File: src/rtl/eee_lpi_pkg.sv
package eee_lpi_pkg;

  localparam int ADDR_W = 2;

  typedef enum logic [ADDR_W-1:0] {
    REG_THRESH = 2'd0,
    REG_CTRL   = 2'd1
  } reg_addr_e;

  // control register: immediate bit at 0, then force-mode bits, then force values
  localparam int CTRL_IMM_BIT = 0;

endpackage

File: src/rtl/eee_lpi_regs.sv
module eee_lpi_regs
  import eee_lpi_pkg::*;
#(
  parameter int THR_W   = 12,
  parameter int N_SPD   = 2,
  parameter int DATA_W  = 16,
  parameter logic [THR_W-1:0] THR_RST = '1
) (
  input  logic              clk,
  input  logic              rst,
  input  logic              wr_en,
  input  logic [ADDR_W-1:0] wr_addr,
  input  logic [DATA_W-1:0] wr_data,
  output logic [THR_W-1:0]  thr_q,
  output logic              imm_q,
  output logic [N_SPD-1:0]  fmode_q,
  output logic [N_SPD-1:0]  fval_q,
  output logic              thr_wr
);

  localparam int CTRL_W = 1 + 2 * N_SPD;

  logic [CTRL_W-1:0] ctrl_q;
  logic              ctrl_wr;

  always_comb begin
    thr_wr  = wr_en && (wr_addr == REG_THRESH);
    ctrl_wr = wr_en && (wr_addr == REG_CTRL);
  end

  always_ff @(posedge clk) begin
    if (rst) begin
      thr_q  <= THR_RST;
      ctrl_q <= '0;
    end else begin
      if (thr_wr)  thr_q  <= wr_data[THR_W-1:0];
      if (ctrl_wr) ctrl_q <= wr_data[CTRL_W-1:0];
    end
  end

  always_comb begin
    imm_q   = ctrl_q[CTRL_IMM_BIT];
    fmode_q = ctrl_q[N_SPD:1];
    fval_q  = ctrl_q[2*N_SPD:N_SPD+1];
  end

endmodule

File: src/rtl/eee_ability_sel.sv
module eee_ability_sel #(
  parameter int N_SPD = 2,
  localparam int SPD_W = (N_SPD > 1) ? $clog2(N_SPD) : 1
) (
  input  logic [N_SPD-1:0] fmode,
  input  logic [N_SPD-1:0] fval,
  input  logic [N_SPD-1:0] phy_abl,
  input  logic [SPD_W-1:0] speed,
  output logic             active
);

  logic [N_SPD-1:0] abl;

  for (genvar s = 0; s < N_SPD; s++) begin : g_speed
    assign abl[s] = fmode[s] ? fval[s] : phy_abl[s];
  end

  always_comb begin
    active = 1'b0;
    for (int s = 0; s < N_SPD; s++) begin
      if (speed == SPD_W'(s)) active = abl[s];
    end
  end

endmodule

File: src/rtl/eee_idle_timer.sv
module eee_idle_timer #(
  parameter int THR_W = 12,
  localparam int CNT_W = THR_W + 1
) (
  input  logic             clk,
  input  logic             rst,
  input  logic             clear,
  input  logic [THR_W-1:0] thr,
  output logic [CNT_W-1:0] cnt_q,
  output logic             expire
);

  localparam logic [CNT_W-1:0] CNT_MAX = '1;

  logic [CNT_W-1:0] cnt_nxt;

  always_comb begin
    if (clear)                cnt_nxt = '0;
    else if (cnt_q == CNT_MAX) cnt_nxt = CNT_MAX;
    else                      cnt_nxt = cnt_q + 1'b1;
    expire = cnt_nxt > CNT_W'(thr);
  end

  always_ff @(posedge clk) begin
    if (rst) cnt_q <= '0;
    else     cnt_q <= cnt_nxt;
  end

endmodule

File: src/rtl/eee_lpi_ctrl.sv
module eee_lpi_ctrl
  import eee_lpi_pkg::*;
#(
  parameter int THR_W  = 12,
  parameter int N_SPD  = 2,
  parameter int DATA_W = 16,
  localparam int SPD_W = (N_SPD > 1) ? $clog2(N_SPD) : 1
) (
  input  logic              clk,
  input  logic              rst,
  input  logic              cfg_wr_en,
  input  logic [ADDR_W-1:0] cfg_wr_addr,
  input  logic [DATA_W-1:0] cfg_wr_data,
  input  logic              tx_pending,
  input  logic              link_up,
  input  logic [SPD_W-1:0]  link_speed,
  input  logic [N_SPD-1:0]  phy_eee_abl,
  output logic              lpi_req,
  output logic              eee_active
);

  localparam int CNT_W = THR_W + 1;

  logic [THR_W-1:0] thr_q;
  logic             imm_q;
  logic [N_SPD-1:0] fmode_q;
  logic [N_SPD-1:0] fval_q;
  logic             thr_wr;
  logic             abl_now;
  logic [SPD_W-1:0] speed_q;
  logic             speed_chg;
  logic             clr;
  logic             expire;
  logic [CNT_W-1:0] idle_cnt;
  logic             lpi_d;

  eee_lpi_regs #(
    .THR_W  (THR_W),
    .N_SPD  (N_SPD),
    .DATA_W (DATA_W)
  ) i_regs (
    .clk     (clk),
    .rst     (rst),
    .wr_en   (cfg_wr_en),
    .wr_addr (cfg_wr_addr),
    .wr_data (cfg_wr_data),
    .thr_q   (thr_q),
    .imm_q   (imm_q),
    .fmode_q (fmode_q),
    .fval_q  (fval_q),
    .thr_wr  (thr_wr)
  );

  eee_ability_sel #(
    .N_SPD (N_SPD)
  ) i_abl (
    .fmode   (fmode_q),
    .fval    (fval_q),
    .phy_abl (phy_eee_abl),
    .speed   (link_speed),
    .active  (abl_now)
  );

  // previous speed is tracked even in reset so a change is seen from the first edge
  always_ff @(posedge clk) speed_q <= link_speed;

  always_comb begin
    speed_chg = (link_speed != speed_q);
    clr       = tx_pending || !link_up || speed_chg || thr_wr || !abl_now;
    lpi_d     = !clr && (imm_q || expire);
  end

  eee_idle_timer #(
    .THR_W (THR_W)
  ) i_timer (
    .clk    (clk),
    .rst    (rst),
    .clear  (clr),
    .thr    (thr_q),
    .cnt_q  (idle_cnt),
    .expire (expire)
  );

  always_ff @(posedge clk) begin
    if (rst) begin
      lpi_req    <= 1'b0;
      eee_active <= 1'b0;
    end else begin
      lpi_req    <= lpi_d;
      eee_active <= abl_now && link_up;
    end
  end

endmodule

File: config.mk
export PLATFORM = sky130hd
export DESIGN_NAME = eee_lpi_ctrl
export DESIGN_NICKNAME = d
export VERILOG_FILES = /design/src/rtl/eee_lpi_pkg.sv /design/src/rtl/eee_lpi_regs.sv /design/src/rtl/eee_ability_sel.sv /design/src/rtl/eee_idle_timer.sv /design/src/rtl/eee_lpi_ctrl.sv
export SDC_FILE = /design/constraint.sdc
export NUM_CORES = 1
export LEC_CHECK = 0
export ABC_AREA = 1
export BUFFER_PORTS_ARGS = -buffer_cell sky130_fd_sc_hd__buf_2
export CORE_MARGIN = 2
export CORE_UTILIZATION = 39
export CTS_BUF_LIST = sky130_fd_sc_hd__clkbuf_16
export DETAILED_ROUTE_END_ITERATION = 8
export GPL_TIMING_DRIVEN = 0
export REMOVE_ABC_BUFFERS = 1
export SLEW_MARGIN = 20
export SYNTH_ARGS = -nofsm -noshare
export SYNTH_HDL_FRONTEND = slang
export SYNTH_SLANG_ARGS = --single-unit
File: constraint.sdc
create_clock -name clk -period 2.73 [get_ports clk]
set_input_delay 0.4095 -clock clk [delete_from_list [all_inputs] [get_ports clk]]
set_output_delay 0.4095 -clock clk [all_outputs]
set_load 0.01 [all_outputs]
==> qor.yml <==
run_status:
  outcome: "finished clean"
logic_synthesis:
  synthCells: 243
  synth_top_area_cell: "dfxtp_1"
  synth_common_cells: "51 x nand2_1, 39 x inv_1, 33 x dfxtp_1"
  synth_ff_type: "dfxtp_1"
  async_flop_share_pct: 0
  synth_edf_count: 0
  syn_area_sq_mm: 0.00177
  synth_top_area_share_pct: 37.3
  syn_area_per_cell_sq_um: 7.28
  ys_seq_area_share_pct: 37.3
  synth_most_common_cell: "nand2_1"
  synth-seq-cells: 33
  yosysWarningCount: 0
  synth.distinct_cells: 27
  yosys-top-cells-area: "dfxtp_1 37%, nand2_1 11%, ha_1 9.2%"
drt:
  drt_iter0_drc: 66
  vias_per_cell: 4.63
  ant_nets: 0
  totalWireLength_microns: 3490
  dr.pass1.iters: 4
  wl_per_cell_microns: 10.8
  drc: 0
  num_vias: 1497
critical_path:
  critical_path_class: "register to register"
  worstPathCellList: "ha_1 > nand3_2 > nor2_4 > nand3_2 > clkinv_2 > nand3_4 > clkinv_2 > nor2_2 > nor2_1 > ha_1 > nand2_1 > inv_1 > nand2_1 > nand3_1 > nand2_1 > nand2_1 > nand2_1 > nand2_1 > nand2_1 > a21oi_1"
  cp-startpoint: "i_timer.cnt_q[0]"
  crit_path_top_delay_cell: "dfxtp_1"
  arrival_ps: 2600
  critPathMaxStageDelay_ps: 350
  r2r_start: "i_timer.cnt_q[0]"
  cp_common_cell: "nand2_1"
  cp_max_fo: 6
  startpoint_type: "register"
  crit_path_end_kind: "register"
  worstPathRequired_ps: 2890
clock_network:
  post-cts-setup-buffers: 0
  clock-sinks: 33
  cts_tree: "done"
  clk_pin_slew_ps: 50
  cts_buffer_depth: 2
  ctsResizeCount: 0
  cts_buffers: 5
  cts_hold_buf: 0
  root_buffer: "clkbuf_16"
  clock_latency_ps: 280
  h-tree-depth: 2
layout:
  syn2layout_area_growth_pct: 17.3
  drive_gt1_share_pct: 16.6
  utilization_pct: 47.6
  diodes: 0
  fillCellCount: 448
  fin_nets: 309
  layout.cells.non_filler: 323
placement:
  numPortBuffers: 23
  gp_congestion: 0.742
  dp_cells: 315
  dp_hpwl_microns: 2660
job:
  drv_cap: 0
timing:
  fmax_mhz: 410
  maxSlewHeadroom_pct: 54.1
  tightest_slew_ps: 688
  skew_ps: 4.15
  hold_viol: 0
  fin_setup_tns_ps: 0
  period_minus_slack_ps: 2440
  period_share_pct: 89.4
  finalSetupViolations: 0
  hold_ws_ps: 279
  drv_slew: 0
  rsz0062_at_grt: "no"
power:
  ir_drop_mv: 0.330
  switching_power_mw: 0.237
  p_int_mw: 0.853
  p_leak_nw: 1.08
  sw_frac_of_total_pct: 21.8
  power_density_mw_per_mm2: 526
  finalPower_mw: 1.09
  p_clk_share_pct: 47.4
  p_comb_share_pct: 6.5
  pwr-share-seq_pct: 46.1
die:
  initial_core_util_pct: 40.6
  die_y_microns: 71.4
  fp.dieW_microns: 71.4
  die_area_sq_mm: 0.00509
  coreArea_sq_mm: 0.00435
  rows: 24
  ioPinCount: 28
grt:
  grt_max_degree: 24
  grt_pass1_vias: 1392
  grt_pass1_wl_microns: 6200
  groute.usage.overall_pct: 15.6
  overflow: 0
  antenna_found_initial: 0
min_path:
  worstHoldStart: "link_speed"
  min_path_type: "input pin to register"
path summary, 6_finish.rpt:
path | to | slack, ps | cells after the start
setup reg to reg | lpi_req | 290 | 20
setup / recovery | lpi_req | 290 | 20
hold / removal | speed_q | 280 | 1
hold reg to reg | i_regs.ctrl_q[1] | 470 | 2
through the flow:
step	setup slack [ps]	cell area [sq um]
floorplan	611	1760
global placement	292	1940
detailed placement	292	1940
CTS	312	2070
global route	30.0	2070
finish	289	2070
power groups by stage:
stage	clock, mW	sequential (mW)	combinational [mW]
after floorplan	0	0.511	0.0423
after detailed placement	0	0.512	0.0712
after global placement	0	0.512	0.0702
final	0.517	0.502	0.0711
after global routing	0.558	0.503	0.0831
after CTS	0.533	0.502	0.0718
logic make-up (layout without fill, tap and decap cells):
| family | after synthesis | in the layout | share of synthesized area, % |
|---|---|---|---|
| fa+ha+maj | 13 | 13 | 9.19 |
| buf+inv | 45 | 73 | 9.69 |
| compound gates | 33 | 33 | 11.5 |
| xor+xnor | 5 | 5 | 2.48 |
| flops | 33 | 33 | 37.3 |
| simple gates | 114 | 114 | 29.8 |
sequential cells by signal, indices dropped and copies added, names as in the netlist:
register       count
eee_active         1
i_timer.cnt_q     13
lpi_req            1
i_regs.thr_q      12
i_regs.ctrl_q      5
speed_q            1
per-layer routing:
metal	up-vias	GRT usage [%]	part of all wire, %
met5	-	0	0
met4	0	6.29	1.7
met3	5	5.49	4.5
met2	24	22.4	41
met1	639	21.3	52
li1	829	-	-
placed cells by master, fill, tap and decap left out, types with 2 or more instances in the layout:
cell type and count:
nand2_1 51, inv_1 42, dfxtp_1 33, nor2_1 30, buf_2 23, nand3_1 16, ha_1 13, a21oi_1 11
o211ai_1 11, nor2_2 7, o21ai_0 7, clkbuf_16 5, xor2_1 3, nand3_2 3, clkinv_2 2, xnor2_1 2
final cells by class:
type / instances / area (sq um) / area share, %
Inverter: 42 / 160 / 7.72
Timing Repair Buffer: 23 / 115 / 5.55
Tap cell: 52 / 65.1 / 3.14
Clock inverter: 3 / 11.3 / 0.543
Sequential cell: 33 / 661 / 31.8
Multi-Input combinational cell: 165 / 937 / 45.2
Clock buffer: 5 / 125 / 6.03
critical path, delay by kind of cell (launching register included):
kind,cells,cell delay (ps)
simple gates,14,1160
compound gates,1,60
fa+ha+maj,2,480
flops,1,350
buf+inv,3,270
Power figures use the tool's default switching activity.
